### src/rtl/wdog_pkg.sv
package wdog_pkg;
  typedef enum logic [1:0] {
    STG_IDLE = 2'd0,
    STG_IRQ  = 2'd1,
    STG_NMI  = 2'd2,
    STG_RST  = 2'd3
  } stage_t;

  typedef struct packed {
    logic takeCfg;
    logic reload;
    logic run;
  } dpCtrl_t;
endpackage

### src/rtl/wdog_dp.sv
module wdog_dp
  import wdog_pkg::*;
#(
  parameter int LEN_W = 16,
  parameter int LOW_W = 8,
  parameter int DIV   = 256,
  localparam int CNT_W = LEN_W + LOW_W
) (
  input  logic             clk,
  input  logic             rst_n,
  input  dpCtrl_t          ctrl,
  input  logic [LEN_W-1:0] cfgLen,
  output logic [CNT_W-1:0] count,
  output logic             expire
);
  localparam int PRE_W = (DIV > 1) ? $clog2(DIV) : 1;

  logic [PRE_W-1:0] pre;
  logic [LEN_W-1:0] lenReg;
  logic             tick;
  logic [LEN_W-1:0] loadLen;

  assign tick    = ctrl.run && (pre == PRE_W'(DIV - 1));
  assign expire  = tick && (count == '0);
  assign loadLen = ctrl.takeCfg ? cfgLen : lenReg;

  always_ff @(posedge clk) begin
    if (!rst_n) begin
      pre    <= '0;
      count  <= '0;
      lenReg <= '0;
    end else if (ctrl.reload) begin
      pre   <= '0;
      count <= {loadLen, {LOW_W{1'b0}}};
      if (ctrl.takeCfg) lenReg <= cfgLen;
    end else if (ctrl.run) begin
      pre <= tick ? '0 : pre + 1'b1;
      if (tick) count <= (count == '0) ? {lenReg, {LOW_W{1'b0}}} : count - 1'b1;
    end
  end

  // a plain reload restores the stored length into the top bits
  p_reload_value_r9: assert property (@(posedge clk) disable iff (!rst_n)
    (ctrl.reload && !ctrl.takeCfg) |=> (count == {$past(lenReg), {LOW_W{1'b0}}}));

  // a stopped counter does not move
  p_hold_when_off_r8: assert property (@(posedge clk) disable iff (!rst_n)
    (!ctrl.run && !ctrl.reload) |=> $stable(count));

  // a running counter steps by at most one
  p_single_step_r3: assert property (@(posedge clk) disable iff (!rst_n)
    (ctrl.run && !ctrl.reload && count != '0) |=>
      (count == $past(count) || count == $past(count) - 1'b1));
endmodule

### src/rtl/wdog_ctl.sv
module wdog_ctl
  import wdog_pkg::*;
(
  input  logic       clk,
  input  logic       rst_n,
  input  logic       cfgHit,
  input  logic [1:0] cfgMode,
  input  logic       poke,
  input  logic       expire,
  output dpCtrl_t    ctrl,
  output logic       irq,
  output logic       nmi,
  output logic       softRst
);
  logic [1:0] modeReg;
  stage_t     stage;

  always_ff @(posedge clk) begin
    if (!rst_n) begin
      modeReg <= 2'd0;
      stage   <= STG_IDLE;
    end else if (cfgHit) begin
      modeReg <= cfgMode;
      stage   <= STG_IDLE;
    end else if (poke) begin
      stage <= STG_IDLE;
    end else if (expire && (2'(stage) < modeReg)) begin
      stage <= stage_t'(2'(stage) + 2'd1);
    end
  end

  assign ctrl.takeCfg = cfgHit;
  assign ctrl.reload  = cfgHit || poke;
  assign ctrl.run     = (modeReg != 2'd0);

  assign irq     = (stage != STG_IDLE);
  assign nmi     = (stage == STG_NMI) || (stage == STG_RST);
  assign softRst = (stage == STG_RST);

  // the stage never goes past the mode cap
  p_stage_cap_r7: assert property (@(posedge clk) disable iff (!rst_n)
    2'(stage) <= modeReg);

  // soft reset is only seen with both earlier stages raised
  p_rst_nested_r6: assert property (@(posedge clk) disable iff (!rst_n)
    softRst |-> (nmi && irq));

  // a poke drops every stage on the next edge
  p_clear_on_poke_r9: assert property (@(posedge clk) disable iff (!rst_n)
    poke |=> (!irq && !nmi && !softRst));

  // stages change only on expiry, poke or control write
  p_stage_quiet_r4: assert property (@(posedge clk) disable iff (!rst_n)
    (!expire && !poke && !cfgHit) |=> $stable(stage));
endmodule

### src/rtl/stage_watchdog.sv
module stage_watchdog
  import wdog_pkg::*;
#(
  parameter int NUM_CORES = 4,
  parameter int LEN_W     = 16,
  parameter int LOW_W     = 8,
  parameter int DIV       = 256,
  localparam int CORE_W   = (NUM_CORES > 1) ? $clog2(NUM_CORES) : 1,
  localparam int CNT_W    = LEN_W + LOW_W
) (
  input  logic                 clk,
  input  logic                 rst_n,
  input  logic                 cfgWe,
  input  logic [CORE_W-1:0]    cfgCore,
  input  logic [LEN_W-1:0]     cfgLen,
  input  logic [1:0]           cfgMode,
  input  logic [NUM_CORES-1:0] poke,
  input  logic [CORE_W-1:0]    rdCore,
  output logic [CNT_W-1:0]     rdCount,
  output logic [NUM_CORES-1:0] irqOut,
  output logic [NUM_CORES-1:0] nmiOut,
  output logic [NUM_CORES-1:0] softRstOut
);
  logic [CNT_W-1:0] coreCount [NUM_CORES];

  for (genvar g = 0; g < NUM_CORES; g++) begin : g_core
    dpCtrl_t ctrl;
    logic    expire;
    logic    cfgHit;

    assign cfgHit = cfgWe && (cfgCore == CORE_W'(g));

    wdog_ctl i_ctl (
      .clk     (clk),
      .rst_n   (rst_n),
      .cfgHit  (cfgHit),
      .cfgMode (cfgMode),
      .poke    (poke[g]),
      .expire  (expire),
      .ctrl    (ctrl),
      .irq     (irqOut[g]),
      .nmi     (nmiOut[g]),
      .softRst (softRstOut[g])
    );

    wdog_dp #(.LEN_W(LEN_W), .LOW_W(LOW_W), .DIV(DIV)) i_dp (
      .clk    (clk),
      .rst_n  (rst_n),
      .ctrl   (ctrl),
      .cfgLen (cfgLen),
      .count  (coreCount[g]),
      .expire (expire)
    );
  end

  always_comb begin
    rdCount = '0;
    for (int i = 0; i < NUM_CORES; i++)
      if (rdCore == CORE_W'(i)) rdCount = coreCount[i];
  end
endmodule

### config.mk
export PLATFORM = sky130hd
export DESIGN_NAME = stage_watchdog
export DESIGN_NICKNAME = d
export VERILOG_FILES = /design/src/rtl/wdog_pkg.sv /design/src/rtl/wdog_dp.sv /design/src/rtl/wdog_ctl.sv /design/src/rtl/stage_watchdog.sv
export SDC_FILE = /design/constraint.sdc
export NUM_CORES = 1
export LEC_CHECK = 0
export BUFFER_PORTS_ARGS = -buffer_cell sky130_fd_sc_hd__buf_2
export CAP_MARGIN = 5
export CORE_ASPECT_RATIO = 0.6
export CORE_MARGIN = 1.5
export CORE_UTILIZATION = 60
export DETAILED_ROUTE_END_ITERATION = 8
export PLACE_DENSITY = 0.79
export SYNTH_ARGS = -nofsm -noshare
export SYNTH_HDL_FRONTEND = slang
export SYNTH_SLANG_ARGS = --single-unit
### constraint.sdc
create_clock -name clk -period 3 [get_ports clk]
set_input_delay 0.3 -clock clk [delete_from_list [all_inputs] [get_ports clk]]
set_output_delay 0.3 -clock clk [all_outputs]
set_load 0.005 [all_outputs]
==> out/qor.txt <==
share of post-route cells with drive strength above 1 -> 12.1%
GR Util All Layers -> 35.4%
largest net degree at the start of global routing -> 37
post-cts resize count -> 0
CTS tree -> built
initial drt markers -> 1593
synth unique cells -> 66
gpl congestion -> 0.968
final setup violation count -> 0
post-cts hold buffer count -> 0
post-route insts no fill -> 1691
htree depth -> 1
met1 GRT Util -> 49.5%
final antenna diode count -> 0
Synth area leaders -> dfxtp_1 37%, nand2_1 7.5%, nor2_1 4.9%
antenna violations before repair -> 1
CP startpoint kind -> flip-flop
Post-synth ARST share -> 0%
cells along the critical path -> inv_1 -> ha_1 -> or4b_1 -> nor3_1 -> nand3_1 -> buf_4 -> o41ai_2 -> a21oi_1 -> o41ai_2
crit path DAT -> 3030 ps
fin nets -> 1494
Vias -> 10900
CP endpoint kind -> flip-flop
Final Core Density -> 68.0%
DRC viols -> 0
number of synthesized flops with an enable pin -> 0
RSZ-0062 raised after global routing -> no
Max Cap Viol -> 0
routed len/inst -> 20.9 um
Tmin final -> 2600 ps
Synth Instances -> 1418
Synth top area share -> 36.5%
Syn Std Cell Area -> 0.0114 mm^2
Clock Power Share -> 38.9%
Worst Hold Class -> in -> reg
number of global-route vias before repair -> 9676
most frequent cells in the layout -> 227 x nand2_1, 208 x dfxtp_1, 148 x nor2_1
fin area -> 0.0125 mm^2
first-pass GRT wire length -> 54400 um
worst vdd ir -> 0.367 mV
setup bufs post-CTS -> 0
CP peak stage delay -> 560 ps
power per cell area -> 506 mW/mm^2
row count -> 38
Mapped Avg Cell Area -> 8.04 um^2
Fin. Hold Viols -> 0
sw power -> 1780 uW
register area share after synthesis -> 36.5%
IO Count -> 65
routed vias/inst -> 6.45
Net Sw Frac -> 28.1%
Synthesized Nets -> 1471
Crit path buffers/inverters -> 2
Worst Skew -> 19.7 ps
largest area contributor in the netlist -> dfxtp_1
Leak -> 0.00463 uW
Die X -> 181 um
highest clock rate -> 0.384 GHz
root buffer cell -> clkbuf_16
internal power -> 4540 uW
post-route ant nets -> 0
TritonCTS buffer count -> 20
synthesis-to-finish area growth -> 9.39%
placed cell count -> 1659
Max clock buf depth -> 3
post-synthesis register bit count -> 208
Worst Tran Pin Value -> 956 ps
final wirelength -> 35300 um
outcome -> completed
Crit Path Max Fanout -> 17
DIE AREA -> 0.0199 mm^2
yosys warns -> 0
worst rel slew slack -> 36.1%
Logic pwr share -> 14.5%
Post-DP Area -> 0.0119 mm^2
setup TNS -> 0 ps
CP max-delay cell -> or4b_1
Clk Latency, worst-skew pair -> 510 ps
most common cell after layout, fill and taps aside -> nand2_1
initial core utilization -> 62.1%
crit-path leading delay family -> simple AND/OR/NAND/NOR gates
core box area -> 0.0184 mm^2
CP Data Required Time -> 3430 ps
GRT overflow -> 0
clk slew on worst S/H paths -> 70 ps
DR pass1 iterations -> 6
Final Cycle Share -> 86.7%
clk sinks -> 208
GR Util met3 -> 12.5%
detailed placement HPWL -> 25000 um
fin. max-slew vios -> 0
Seq pwr share -> 46.6%
die height -> 110 um
CP Class -> reg -> reg
# port buffers -> 64
most frequent CP cell -> o41ai_2
Main synth FF type -> dfxtp_1
met2 Usage GRT -> 50.6%
grt peak-use layer -> met2
Final Power -> 6310 uW
Fill cells -> 1549
-- worst min-delay path, cell delays in order --
cell and delay, ps:
buf_2 180, nand2_1 80, a21oi_1 50
-- routing by layer --
metal | part of all wire [%] | vias to the layer above
li1 | - | 5123
met1 | 42 | 5056
met2 | 40 | 642
met3 | 15 | 85
met4 | 3.2 | 2
met5 | 0.037 | -
-- state kept, by name, indices dropped and copies added (netlist names) --
register,cells
g_core.i_dp.count,96
g_core.i_dp.lenReg,64
g_core.i_dp.pre,32
g_core.i_ctl.modeReg,8
g_core.i_ctl.stage,8
-- kinds of logic after synthesis --
| family | share of synthesized area (%) |
|---|---|
| AOI/OAI and AO/OA | 18.1 |
| xor gates and xnor gates | 7.30 |
| and+or+nand+nor | 24.9 |
| muxes | 5.98 |
| buffers and inverters | 4.54 |
| DFF | 36.5 |
| adders and majority gates | 2.63 |
-- worst paths after layout --
path	start	depth (start not counted)	end	slack [ps]
worst min register to register	g_core[0].i_dp.lenReg[9]	2	g_core[0].i_dp.lenReg[9]	470
worst min-delay path	cfgLen[13]	3	g_core[1].i_dp.lenReg[13]	150
worst max-delay path	g_core[3].i_dp.count[0]	9	g_core[3].i_dp.count[23]	400
worst max register to register	g_core[3].i_dp.count[0]	9	g_core[3].i_dp.count[23]	400
-- per-stage QoR --
stage	setup WS [ps]	hold WS, ps
after global routing	239	163
after detailed placement	436	461
after global placement	468	449
after floorplan	615	427
final	398	151
after CTS	425	139
-- power by group through the flow --
stage | registers (uW) | clock network [uW] | logic, uW
4_1_cts | 2930 | 2480 | 886
2_1_floorplan | 2950 | 0 | 637
6_report | 2940 | 2460 | 917
3_5_place_dp | 2990 | 0 | 878
3_3_place_gp | 2990 | 0 | 864
5_1_grt | 2940 | 2590 | 987
-- layout make-up --
type                       count  area (um^2)  area share [%]
inverter                      32          121           0.973
sequential                   208         4160            33.4
clock inverter                 2         12.5           0.100
tap                          240          300            2.41
timing repair buffer          94          546            4.37
clock buffer                  30          599            4.80
multi-input combinational   1085         6730            54.0
-- cell usage after synthesis, types with 4 or more instances --
| cell | instances |
|---|---|
| nand2_1 | 227 |
| dfxtp_1 | 208 |
| nor2_1 | 148 |
| a21oi_1 | 110 |
| o21ai_0 | 81 |
| clkbuf_1 | 67 |
| xor2_1 | 49 |
| xnor2_1 | 46 |
| nor3_1 | 44 |
| nand3_1 | 34 |
| inv_1 | 32 |
| nor4_1 | 29 |
| ha_1 | 24 |
| mux4_2 | 24 |
| or3_1 | 23 |
| o211ai_1 | 21 |
| a31oi_1 | 16 |
| o22ai_1 | 14 |
| or4_1 | 14 |
| mux2i_1 | 13 |
| nand4_1 | 13 |
| nor3b_1 | 13 |
| buf_4 | 12 |
| a222oi_1 | 11 |
| buf_1 | 11 |
| or2_2 | 11 |
| o2111ai_1 | 10 |
| a221oi_1 | 9 |
| a21boi_0 | 7 |
| a21o_1 | 7 |
| and3_1 | 6 |
| nand3b_1 | 5 |
| o21ai_1 | 5 |
| a211o_1 | 4 |
| nor3_2 | 4 |
| nor4_2 | 4 |
| o21a_1 | 4 |
No activity file was read; power rests on OpenSTA's default activity.
